File: config.mk
export PLATFORM = sky130hd
export DESIGN_NAME = plane_reset_stamper
export DESIGN_NICKNAME = d
export VERILOG_FILES = /design/src/rtl/stamp_pkg.sv /design/src/rtl/stamp_timebase.sv /design/src/rtl/stamp_capture.sv /design/src/rtl/stamp_fifo.sv /design/src/rtl/plane_reset_stamper.sv
export SDC_FILE = /design/constraint.sdc
export NUM_CORES = 1
export LEC_CHECK = 0
export ABC_AREA = 1
export CAP_MARGIN = 0
export CORE_AREA = 5 5 188 190
export DETAILED_ROUTE_END_ITERATION = 8
export DIE_AREA = 0 0 193 195
export DONT_BUFFER_PORTS = 1
export PLACE_DENSITY_LB_ADDON = 0.25
export SYNTH_ARGS = -nofsm -noshare
export SYNTH_HDL_FRONTEND = slang
export SYNTH_SLANG_ARGS = --single-unit
File: constraint.sdc
create_clock -name clk -period 7.9 [get_ports clk]
set_input_delay 1.975 -clock clk [delete_from_list [all_inputs] [get_ports clk]]
set_output_delay 1.975 -clock clk [all_outputs]
set_load 0.02 [all_outputs]
File: src/rtl/stamp_pkg.sv
// Package: shared constants and types for the plane-reset timestamp recorder.
// Assumes: nothing beyond IEEE 1800-2017 synthesizable subset.
package stamp_pkg;

    // Default field widths and sizes shared by the recorder modules.
    localparam int unsigned DEF_SYNC_W     = 16;
    localparam int unsigned DEF_IVL_W      = 16;
    localparam int unsigned DEF_PRESCALE   = 4;
    localparam int unsigned DEF_PLANE_W    = 3;
    localparam int unsigned DEF_DEPTH      = 8;
    localparam int unsigned DEF_CAP_PLANES = 4;

    // Buffer operation selected in a cycle.
    typedef enum logic [1:0] {
        OP_IDLE = 2'b00,
        OP_PUSH = 2'b01,
        OP_POP  = 2'b10,
        OP_BOTH = 2'b11
    } buf_op_e;

endpackage

File: src/rtl/stamp_timebase.sv
// Module: stamp_timebase
// Counts sync pulses and keeps an interval counter that restarts at each
// sync. The interval counter advances on a prescaled tick and saturates.
// Assumes: sync_i is a single-cycle pulse synchronous to clk.
module stamp_timebase #(
    parameter int unsigned SYNC_W   = stamp_pkg::DEF_SYNC_W,
    parameter int unsigned IVL_W    = stamp_pkg::DEF_IVL_W,
    parameter int unsigned PRESCALE = stamp_pkg::DEF_PRESCALE
) (
    input  logic              clk,
    input  logic              rst_n,
    input  logic              sync_i,
    output logic [SYNC_W-1:0] sync_cnt_o,
    output logic [IVL_W-1:0]  ivl_o
);

    localparam int unsigned PS_W = (PRESCALE > 1) ? $clog2(PRESCALE) : 1;
    localparam logic [PS_W-1:0]  PS_LAST = PS_W'(PRESCALE - 1);
    localparam logic [IVL_W-1:0] IVL_MAX = '1;

    logic [PS_W-1:0]   presc_q;
    logic              tick;
    logic [SYNC_W-1:0] sync_cnt_q;
    logic [IVL_W-1:0]  ivl_q;

    // Tick fires on the last prescaler count.
    always_comb begin
        tick = (presc_q == PS_LAST);
    end

    // Prescaler: restarts on sync, wraps after PRESCALE clocks.
    always_ff @(posedge clk) begin
        if (!rst_n) begin
            presc_q <= '0;
        end else if (sync_i || tick) begin
            presc_q <= '0;
        end else begin
            presc_q <= presc_q + 1'b1;
        end
    end

    // Sync counter: one step per received pulse, wraps naturally.
    always_ff @(posedge clk) begin
        if (!rst_n) begin
            sync_cnt_q <= '0;
        end else if (sync_i) begin
            sync_cnt_q <= sync_cnt_q + 1'b1;
        end
    end

    // Interval counter: cleared by sync, saturating increment on tick.
    always_ff @(posedge clk) begin
        if (!rst_n) begin
            ivl_q <= '0;
        end else if (sync_i) begin
            ivl_q <= '0;
        end else if (tick && (ivl_q != IVL_MAX)) begin
            ivl_q <= ivl_q + 1'b1;
        end
    end

    assign sync_cnt_o = sync_cnt_q;
    assign ivl_o      = ivl_q;

endmodule

File: src/rtl/stamp_capture.sv
// Module: stamp_capture
// Qualifies reset strobes by plane index, forms the record
// {plane, frame, offset} and decides push or drop. Holds the sticky
// overflow flag.
// Assumes: full_i reflects occupancy at the start of the cycle.
module stamp_capture #(
    parameter int unsigned SYNC_W     = stamp_pkg::DEF_SYNC_W,
    parameter int unsigned IVL_W      = stamp_pkg::DEF_IVL_W,
    parameter int unsigned PLANE_W    = stamp_pkg::DEF_PLANE_W,
    parameter int unsigned CAP_PLANES = stamp_pkg::DEF_CAP_PLANES,
    localparam int unsigned REC_W     = SYNC_W + IVL_W + PLANE_W
) (
    input  logic               clk,
    input  logic               rst_n,
    input  logic               sync_i,
    input  logic               strobe_i,
    input  logic [PLANE_W-1:0] plane_i,
    input  logic [SYNC_W-1:0]  sync_cnt_i,
    input  logic [IVL_W-1:0]   ivl_i,
    input  logic               full_i,
    output logic               push_o,
    output logic [REC_W-1:0]   rec_o,
    output logic               ovf_o
);

    localparam logic [PLANE_W:0] CAP_LIM = (PLANE_W + 1)'(CAP_PLANES);

    logic              qual;
    logic [SYNC_W-1:0] frame_val;
    logic [IVL_W-1:0]  offset_val;
    logic              ovf_q;

    // Strobe qualification against the captured plane range.
    always_comb begin
        qual = strobe_i && ({1'b0, plane_i} < CAP_LIM);
    end

    // Field selection: a same-cycle sync wins over the held counters.
    always_comb begin
        if (sync_i) begin
            frame_val  = sync_cnt_i + 1'b1;
            offset_val = '0;
        end else begin
            frame_val  = sync_cnt_i;
            offset_val = ivl_i;
        end
    end

    // Record packing and push decision.
    always_comb begin
        rec_o  = {plane_i, frame_val, offset_val};
        push_o = qual && !full_i;
    end

    // Sticky overflow: set by any capture that meets a full buffer.
    always_ff @(posedge clk) begin
        if (!rst_n) begin
            ovf_q <= 1'b0;
        end else if (qual && full_i) begin
            ovf_q <= 1'b1;
        end
    end

    assign ovf_o = ovf_q;

endmodule

File: src/rtl/stamp_fifo.sv
// Module: stamp_fifo
// Show-ahead record buffer with full and empty flags. A read while empty
// is ignored.
// Assumes: DEPTH is a power of two; push_i is never high while full.
module stamp_fifo #(
    parameter int unsigned DATA_W = 35,
    parameter int unsigned DEPTH  = stamp_pkg::DEF_DEPTH
) (
    input  logic              clk,
    input  logic              rst_n,
    input  logic              push_i,
    input  logic [DATA_W-1:0] wdata_i,
    input  logic              rd_en_i,
    output logic [DATA_W-1:0] rdata_o,
    output logic              empty_o,
    output logic              full_o
);

    import stamp_pkg::*;

    localparam int unsigned AW = (DEPTH > 1) ? $clog2(DEPTH) : 1;
    localparam int unsigned CW = $clog2(DEPTH + 1);
    localparam logic [CW-1:0] CNT_FULL = CW'(DEPTH);

    logic [DATA_W-1:0] mem [DEPTH];
    logic [AW-1:0]     wr_ptr;
    logic [AW-1:0]     rd_ptr;
    logic [CW-1:0]     count;
    logic              pop;
    buf_op_e           op;

    // Occupancy flags and the effective pop.
    always_comb begin
        empty_o = (count == '0);
        full_o  = (count == CNT_FULL);
        pop     = rd_en_i && !empty_o;
        op      = buf_op_e'({pop, push_i});
    end

    // Storage entries: each is written only when selected by the write pointer.
    for (genvar g = 0; g < DEPTH; g++) begin : g_entry
        always_ff @(posedge clk) begin
            if (push_i && (wr_ptr == AW'(g))) begin
                mem[g] <= wdata_i;
            end
        end
    end

    // Pointer and occupancy update by the selected operation.
    always_ff @(posedge clk) begin
        if (!rst_n) begin
            wr_ptr <= '0;
            rd_ptr <= '0;
            count  <= '0;
        end else begin
            case (op)
                OP_PUSH: begin
                    wr_ptr <= wr_ptr + 1'b1;
                    count  <= count + 1'b1;
                end
                OP_POP: begin
                    rd_ptr <= rd_ptr + 1'b1;
                    count  <= count - 1'b1;
                end
                OP_BOTH: begin
                    wr_ptr <= wr_ptr + 1'b1;
                    rd_ptr <= rd_ptr + 1'b1;
                end
                default: begin
                end
            endcase
        end
    end

    assign rdata_o = mem[rd_ptr];

endmodule

File: src/rtl/plane_reset_stamper.sv
// Module: plane_reset_stamper (top)
// Stamps each low-order bit-plane reset command with (frame, offset since
// sync, plane) and buffers the stamps for readout.
// Assumes: all inputs synchronous to clk; sync_i pulses are one clock wide.
module plane_reset_stamper #(
    parameter int unsigned SYNC_W     = stamp_pkg::DEF_SYNC_W,
    parameter int unsigned IVL_W      = stamp_pkg::DEF_IVL_W,
    parameter int unsigned PRESCALE   = stamp_pkg::DEF_PRESCALE,
    parameter int unsigned PLANE_W    = stamp_pkg::DEF_PLANE_W,
    parameter int unsigned DEPTH      = stamp_pkg::DEF_DEPTH,
    parameter int unsigned CAP_PLANES = stamp_pkg::DEF_CAP_PLANES
) (
    input  logic               clk,
    input  logic               rst_n,
    input  logic               sync_i,
    input  logic               rst_strobe_i,
    input  logic [PLANE_W-1:0] plane_i,
    input  logic               rd_en_i,
    output logic [SYNC_W-1:0]  rd_frame_o,
    output logic [IVL_W-1:0]   rd_offset_o,
    output logic [PLANE_W-1:0] rd_plane_o,
    output logic               empty_o,
    output logic               full_o,
    output logic               overflow_o
);

    localparam int unsigned REC_W = SYNC_W + IVL_W + PLANE_W;

    logic [SYNC_W-1:0] sync_cnt;
    logic [IVL_W-1:0]  ivl_cnt;
    logic              push;
    logic [REC_W-1:0]  rec_in;
    logic [REC_W-1:0]  rec_out;

    stamp_timebase #(
        .SYNC_W   (SYNC_W),
        .IVL_W    (IVL_W),
        .PRESCALE (PRESCALE)
    ) u_timebase (
        .clk        (clk),
        .rst_n      (rst_n),
        .sync_i     (sync_i),
        .sync_cnt_o (sync_cnt),
        .ivl_o      (ivl_cnt)
    );

    stamp_capture #(
        .SYNC_W     (SYNC_W),
        .IVL_W      (IVL_W),
        .PLANE_W    (PLANE_W),
        .CAP_PLANES (CAP_PLANES)
    ) u_capture (
        .clk        (clk),
        .rst_n      (rst_n),
        .sync_i     (sync_i),
        .strobe_i   (rst_strobe_i),
        .plane_i    (plane_i),
        .sync_cnt_i (sync_cnt),
        .ivl_i      (ivl_cnt),
        .full_i     (full_o),
        .push_o     (push),
        .rec_o      (rec_in),
        .ovf_o      (overflow_o)
    );

    stamp_fifo #(
        .DATA_W (REC_W),
        .DEPTH  (DEPTH)
    ) u_fifo (
        .clk     (clk),
        .rst_n   (rst_n),
        .push_i  (push),
        .wdata_i (rec_in),
        .rd_en_i (rd_en_i),
        .rdata_o (rec_out),
        .empty_o (empty_o),
        .full_o  (full_o)
    );

    // Unpack the oldest record into its fields.
    always_comb begin
        {rd_plane_o, rd_frame_o, rd_offset_o} = rec_out;
    end

endmodule

Word level (Yosys, flattened, before mapping)
Memory sizes are Yosys's and may differ from the RTL's. A register that Yosys moved wholly into a read port is not among the register bits.
Cells that the tools add are included.
- $add $sub $neg: 7
- magnitude comparators: 1
- eq/ne operators: 13
- muxes and demuxes: 42
- bitwise operators: 1
- reductions and logical operators: 30
- operators with widths (operator ; number):
    2-to-1 mux 35 bit ; 7
    OR reduction 35 bit ; 7
    adder 16 x 1 -> 16 bit, second input constant ; 2
    2-to-1 mux 16 bit ; 2
    2-to-1 mux 3 bit ; 9
    2-to-1 mux 1 bit ; 23
    inequality test 16 bit, second input constant ; 1
    logical AND 1 bit ; 13
    equality test 3 bit, second input constant ; 4
    one-hot mux 4 bit (2 select lines) ; 1
    OR reduction 2 bit ; 4
    adder 3 x 1 -> 3 bit, second input constant ; 2
    equality test 2 bit, second input constant ; 3
    equality test 3 x 2 -> 1 bit, second input constant ; 2
    adder 4 x 1 -> 4 bit, second input constant ; 1
    equality test 4 bit, second input constant ; 1
    zero test 4 bit ; 1
    subtractor 4 x 1 -> 4 bit, second input constant ; 1
    equality test 3 x 1 -> 1 bit, second input constant ; 1
    zero test 3 bit ; 1
    less-than comparator 3 bit, second input constant ; 1
    adder 2 x 1 -> 2 bit, second input constant ; 1
    equality test 2 x 1 -> 1 bit, second input constant ; 1
    zero test 1 bit ; 2
    3 further kinds ; 3
- flip-flop bits (word level): 45
- bits in writable memories: 280
- input bits: 8
- output and inout port bits: 38
- word-level logic and storage cells: 102
- memories: 1
- memory list (name ; depth ; width ; read ports ; clocked after Yosys merged registers in ; wr ports ; RTL line ; text):
    u_fifo.mem ; 8 ; 35 ; 1 ; 1 ; 1 ; stamp_fifo.sv:25 ; logic [DATA_W-1:0] mem [DEPTH];

Depth between registers and ports, before layout
- depth in word-level cells: 14
- mapped depth: 13
- depth with buffers taken out: 12

Hierarchy
Synthesis repeated with hierarchy kept, for this count alone.
- cell total of the unflattened synthesis: 1417
- area total of the unflattened synthesis: 14352.5 µm²
- modules (own cells, without submodules) (module ; instances ; cells an instance ; area each (µm²) ; sequential area each (µm²)):
    stamp_fifo ; 1 ; 1031 ; 11926.4 ; 8668.3
    stamp_timebase ; 1 ; 264 ; 1794.2 ; 680.7
    stamp_capture ; 1 ; 122 ; 631.9 ; 20.0

Worst setup path before layout
OpenSTA, ideal clock, no wires.
- path type: input to register
- from: in rst_strobe_i
- to: mem u_fifo.mem[4][0], enable pin
- library setup time: 0.471 ns
- arrival time: 4.792 ns
- required time: 7.429 ns
- setup slack: 2.637 ns
- cell stages on the path: 5
- buffers on the path: 1
- path through: inv_1 nor2_1 nand2_1 buf_2 nor3_1
- longest elaborated chain between the ends: 13
- elaborated cells between the ends (all ways): 47
- those cells by class: 30 x mux; 17 x reduce/logical
- RTL lines (what ; RTL line ; text):
    start, declared ; plane_reset_stamper.sv:16 ; input logic rst_strobe_i,
    logical AND 1 bit (*) ; stamp_capture.sv:35 ; qual = strobe_i && ({1'b0, plane_i} < CAP_LIM);
    logical AND 1 bit (*) ; stamp_capture.sv:52 ; push_o = qual && !full_i;
    logical AND 1 bit ; stamp_fifo.sv:43 ; if (push_i && (wr_ptr == AW'(g))) begin
    2-to-1 mux 1 bit ; stamp_fifo.sv:43 ;
    2-to-1 mux 1 bit (implied by the code) ; stamp_fifo.sv:44 ; mem[g] <= wdata_i;
    OR reduction 35 bit (no line) ; -- ;
    2-to-1 mux 3 bit (no line) or 2-to-1 mux 1 bit (tied branches) (7 in a row) ; -- ;
    end, declared ; stamp_fifo.sv:25 ;
Every way passes the cells marked *; elsewhere a longest branch is shown, timed or not.

==> impl_metrics.ini <==
[synthesis]
ys.flop_type = edfxtp_1
synth_area_per_cell_um2 = 12.0
synth_top_cell_area_share_pct = 61.9
synth_top_area_cell = edfxtp_1
synth-adder-area-share_pct = 1.44
yosysUniqueCellTypes = 39
syn_nets = 1150
synth-simple-area-share_pct = 12.6
ys_seq_elements = 328
yosys-top-cells-area = edfxtp_1, dfxtp_1, mux2i_1
synth_top_family_by_area = simple AND/OR/NAND/NOR gates
syn-cell-area_um2 = 13600
yosysSeqAreaShare_pct = 69.0
synth_xor_area_share_pct = 0.645
postSynthCellCount = 1127
synth_mux_area_share_pct = 5.16
async_flop_share_pct = 0
synth_edf_count = 280
ys.warnings.count = 0
synth_compound_area_share_pct = 7.15

[finish]
final_core_utilization_pct = 45.7
diodes = 0
drive_gt1_share_pct = 9.07
final_cells = 1606
syn_to_final_growth_pct = 12.1
fin_nets = 1155
fin_area_um2 = 15200

[flow_run]
maxCapViolations = 0

[sta]
setup_violations = 0
hold_viol_final = 0
setup_slack_ns = 3.25
maxSlewHeadroom_pct = 32.0
fin_crit_sh_pct = 58.9
fmax_mhz = 215
rsz0062_at_grt = no
fin_crit_ns = 4.65
hold_slack_ns = 0.429
finClkSkew_ns = 0.00779
fin_tns_setup_ns = 0
tightest_slew_ns = 1.02
slew_violations = 0

[die]
ios = 46
fp.dieW_um = 193
rows = 67
die_area_um2 = 37600
core_um2 = 33300
die_h_um = 195
initial_core_util_pct = 40.8

[clock_network]
clockRootBuffer = clkbuf_16
htreeDepth = 2
holdBufCountCts = 0
cts_tree = done
clk_pin_slew_ns = 0.06
cts_inserted_buffers = 36
cts_setup_buffers = 0
clk_latency_ns = 0.50
ctsResizeCount = 0
cts.sinks = 328
cts.path.max_buffers = 3

[grt]
met2_usage_pct = 25.6
use_met1_pct = 21.1
grt_usage_pct = 15.4
grt_pass1_wl_mm = 45.8
grt_pass1_vias = 8168
grt_start_max_net_pins = 92
grt_util_met3_pct = 2.73
busiest_layer = met2
antenna_found_initial = 0
gr-total-overflow = 0

[placed_design]
place_congestion = 0.757
dp_cells = 1542
dp_hpwl_mm = 16.2
dp_slack_ns = 3.49
port_buffers = 0
placed_area_um2 = 14000

[critical_path]
r2r_cells = 11
timing.rr.start = u_fifo.count[0]$_SDFFE_PN0P_
worst_ep_arrival_time_ns = 2.68
setup.reg_to_reg.worst_slack_ns = 5.42
worstSetupPathType = flop to output port
rr_endpoint = u_fifo.count[3]$_SDFFE_PN0P_
cp-endpoint = rd_plane_o[0]
required_ns = 5.93
end_kind = output port
crit_fanout = 91
crit_path_start_kind = flop

[route]
wire_per_inst_um = 17.8
drtAntennaViolNets = 0
drc = 0
dr.first_iter.drc_count = 466
routed_wl_mm = 28.6
vias = 8125
firstDrtPassIters = 5
via_per_inst = 5.06

[power]
total_leakage_power_nw = 5.31
p_per_area_nw_per_um2 = 299
power_mw = 4.55
ir_worst_vdd_mv = 0.169

[worst_hold_path]
holdPathStages = 1
hold_path.class = flop to flop

[run_status]
status = completed
==> final cells by class <==
| type | instances | area (um^2) |
|---|---|---|
| Sequential cell | 328 | 9380 |
| Multi-Input combinational cell | 679 | 3710 |
| Clock buffer | 53 | 1050 |
| Tap cell | 448 | 561 |
| Fill cell | 3003 | 18100 |
| Inverter | 68 | 256 |
| Timing Repair Buffer | 19 | 143 |
| Clock inverter | 11 | 128 |
==> layout by cell type, fill, tap and decap left out, types with 2 or more instances in the layout <==
cell type	count
a21oi_1	20
and3_1	2
buf_4	19
bufinv_16	3
clkbuf_1	10
clkbuf_16	37
clkbuf_8	6
clkinv_1	5
clkinv_2	4
dfxtp_1	45
dfxtp_4	2
edfxtp_1	280
ha_1	14
inv_1	66
mux2i_1	70
nand2_1	185
nand2_2	6
nand3_1	18
nand3_2	2
nand4_1	9
nor2_1	146
nor2_2	11
nor2_4	4
nor3_1	9
nor3_2	6
o21ai_0	83
o21ai_1	2
o22ai_1	70
or2_1	3
or2_2	2
xnor2_1	3
xor2_1	7
==> Yosys cell counts, types with 11 or more instances <==
master,instances
mux2i_1,70
o22ai_1,70
nor3_1,15
edfxtp_1,280
nand2_1,185
dfxtp_1,48
o21ai_0,83
inv_1,66
nand3_1,18
nor2_1,148
clkbuf_1,13
nor2_2,11
buf_1,12
ha_1,14
a21oi_1,20
buf_2,15
==> worst max-delay path, stage by stage (launching register included) <==
cell and delay [ns]:
dfxtp_4 0.93, buf_4 0.55, o21ai_0 0.19, o22ai_1 0.20, nand2_1 0.07, nand2_1 0.20
==> layer usage <==
| metal | vias to the layer above | wire, um |
|---|---|---|
| met5 | - | 0 |
| met4 | 0 | 537 |
| met3 | 39 | 1210 |
| met2 | 138 | 13700 |
| met1 | 3947 | 13200 |
| li1 | 4001 | - |
==> sequential cells by signal, summed over array words and instances, names as in the netlist, named ones only <==
register	count
u_capture.ovf_o	1
u_fifo.count	4
u_fifo.mem	280
u_fifo.rd_ptr	3
u_fifo.wr_ptr	3
u_timebase.ivl_o	16
u_timebase.presc_q	2
u_timebase.sync_cnt_o	16
==> how the worst min path moves through the flow <==
stage / from / to / slack [ns]
final: u_timebase.presc_q[0]$_SDFF_PP0_ / u_timebase.presc_q[0]$_SDFF_PP0_ / 0.43
after global routing: u_timebase.presc_q[0]$_SDFF_PP0_ / u_timebase.presc_q[0]$_SDFF_PP0_ / 0.47
after CTS: u_timebase.presc_q[0]$_SDFF_PP0_ / u_timebase.presc_q[0]$_SDFF_PP0_ / 0.43
after detailed placement: u_timebase.presc_q[0]$_SDFF_PP0_ / u_timebase.presc_q[0]$_SDFF_PP0_ / 0.42
after global placement: u_timebase.presc_q[0]$_SDFF_PP0_ / u_timebase.presc_q[0]$_SDFF_PP0_ / 0.42
after floorplan: u_timebase.presc_q[0]$_SDFF_PP0_ / u_timebase.presc_q[0]$_SDFF_PP0_ / 0.41
==> power breakdown <==
part / total (mW) / switching (mW) / internal (mW)
Combinational: 0.904 / 0.628 / 0.276
Clock: 1.65 / 0.634 / 1.01
Sequential: 2.01 / 0.0869 / 1.92
Total: 4.55 / 1.35 / 3.21
==> cell families after synthesis <==
logic type	after synthesis
adders and majority gates	15
DFF	328
xor gates and xnor gates	10
muxes	70
and+or+nand+nor	408
buffers and inverters	120
AOI/OAI and AO/OA	176
Power figures use the tool's default switching activity.
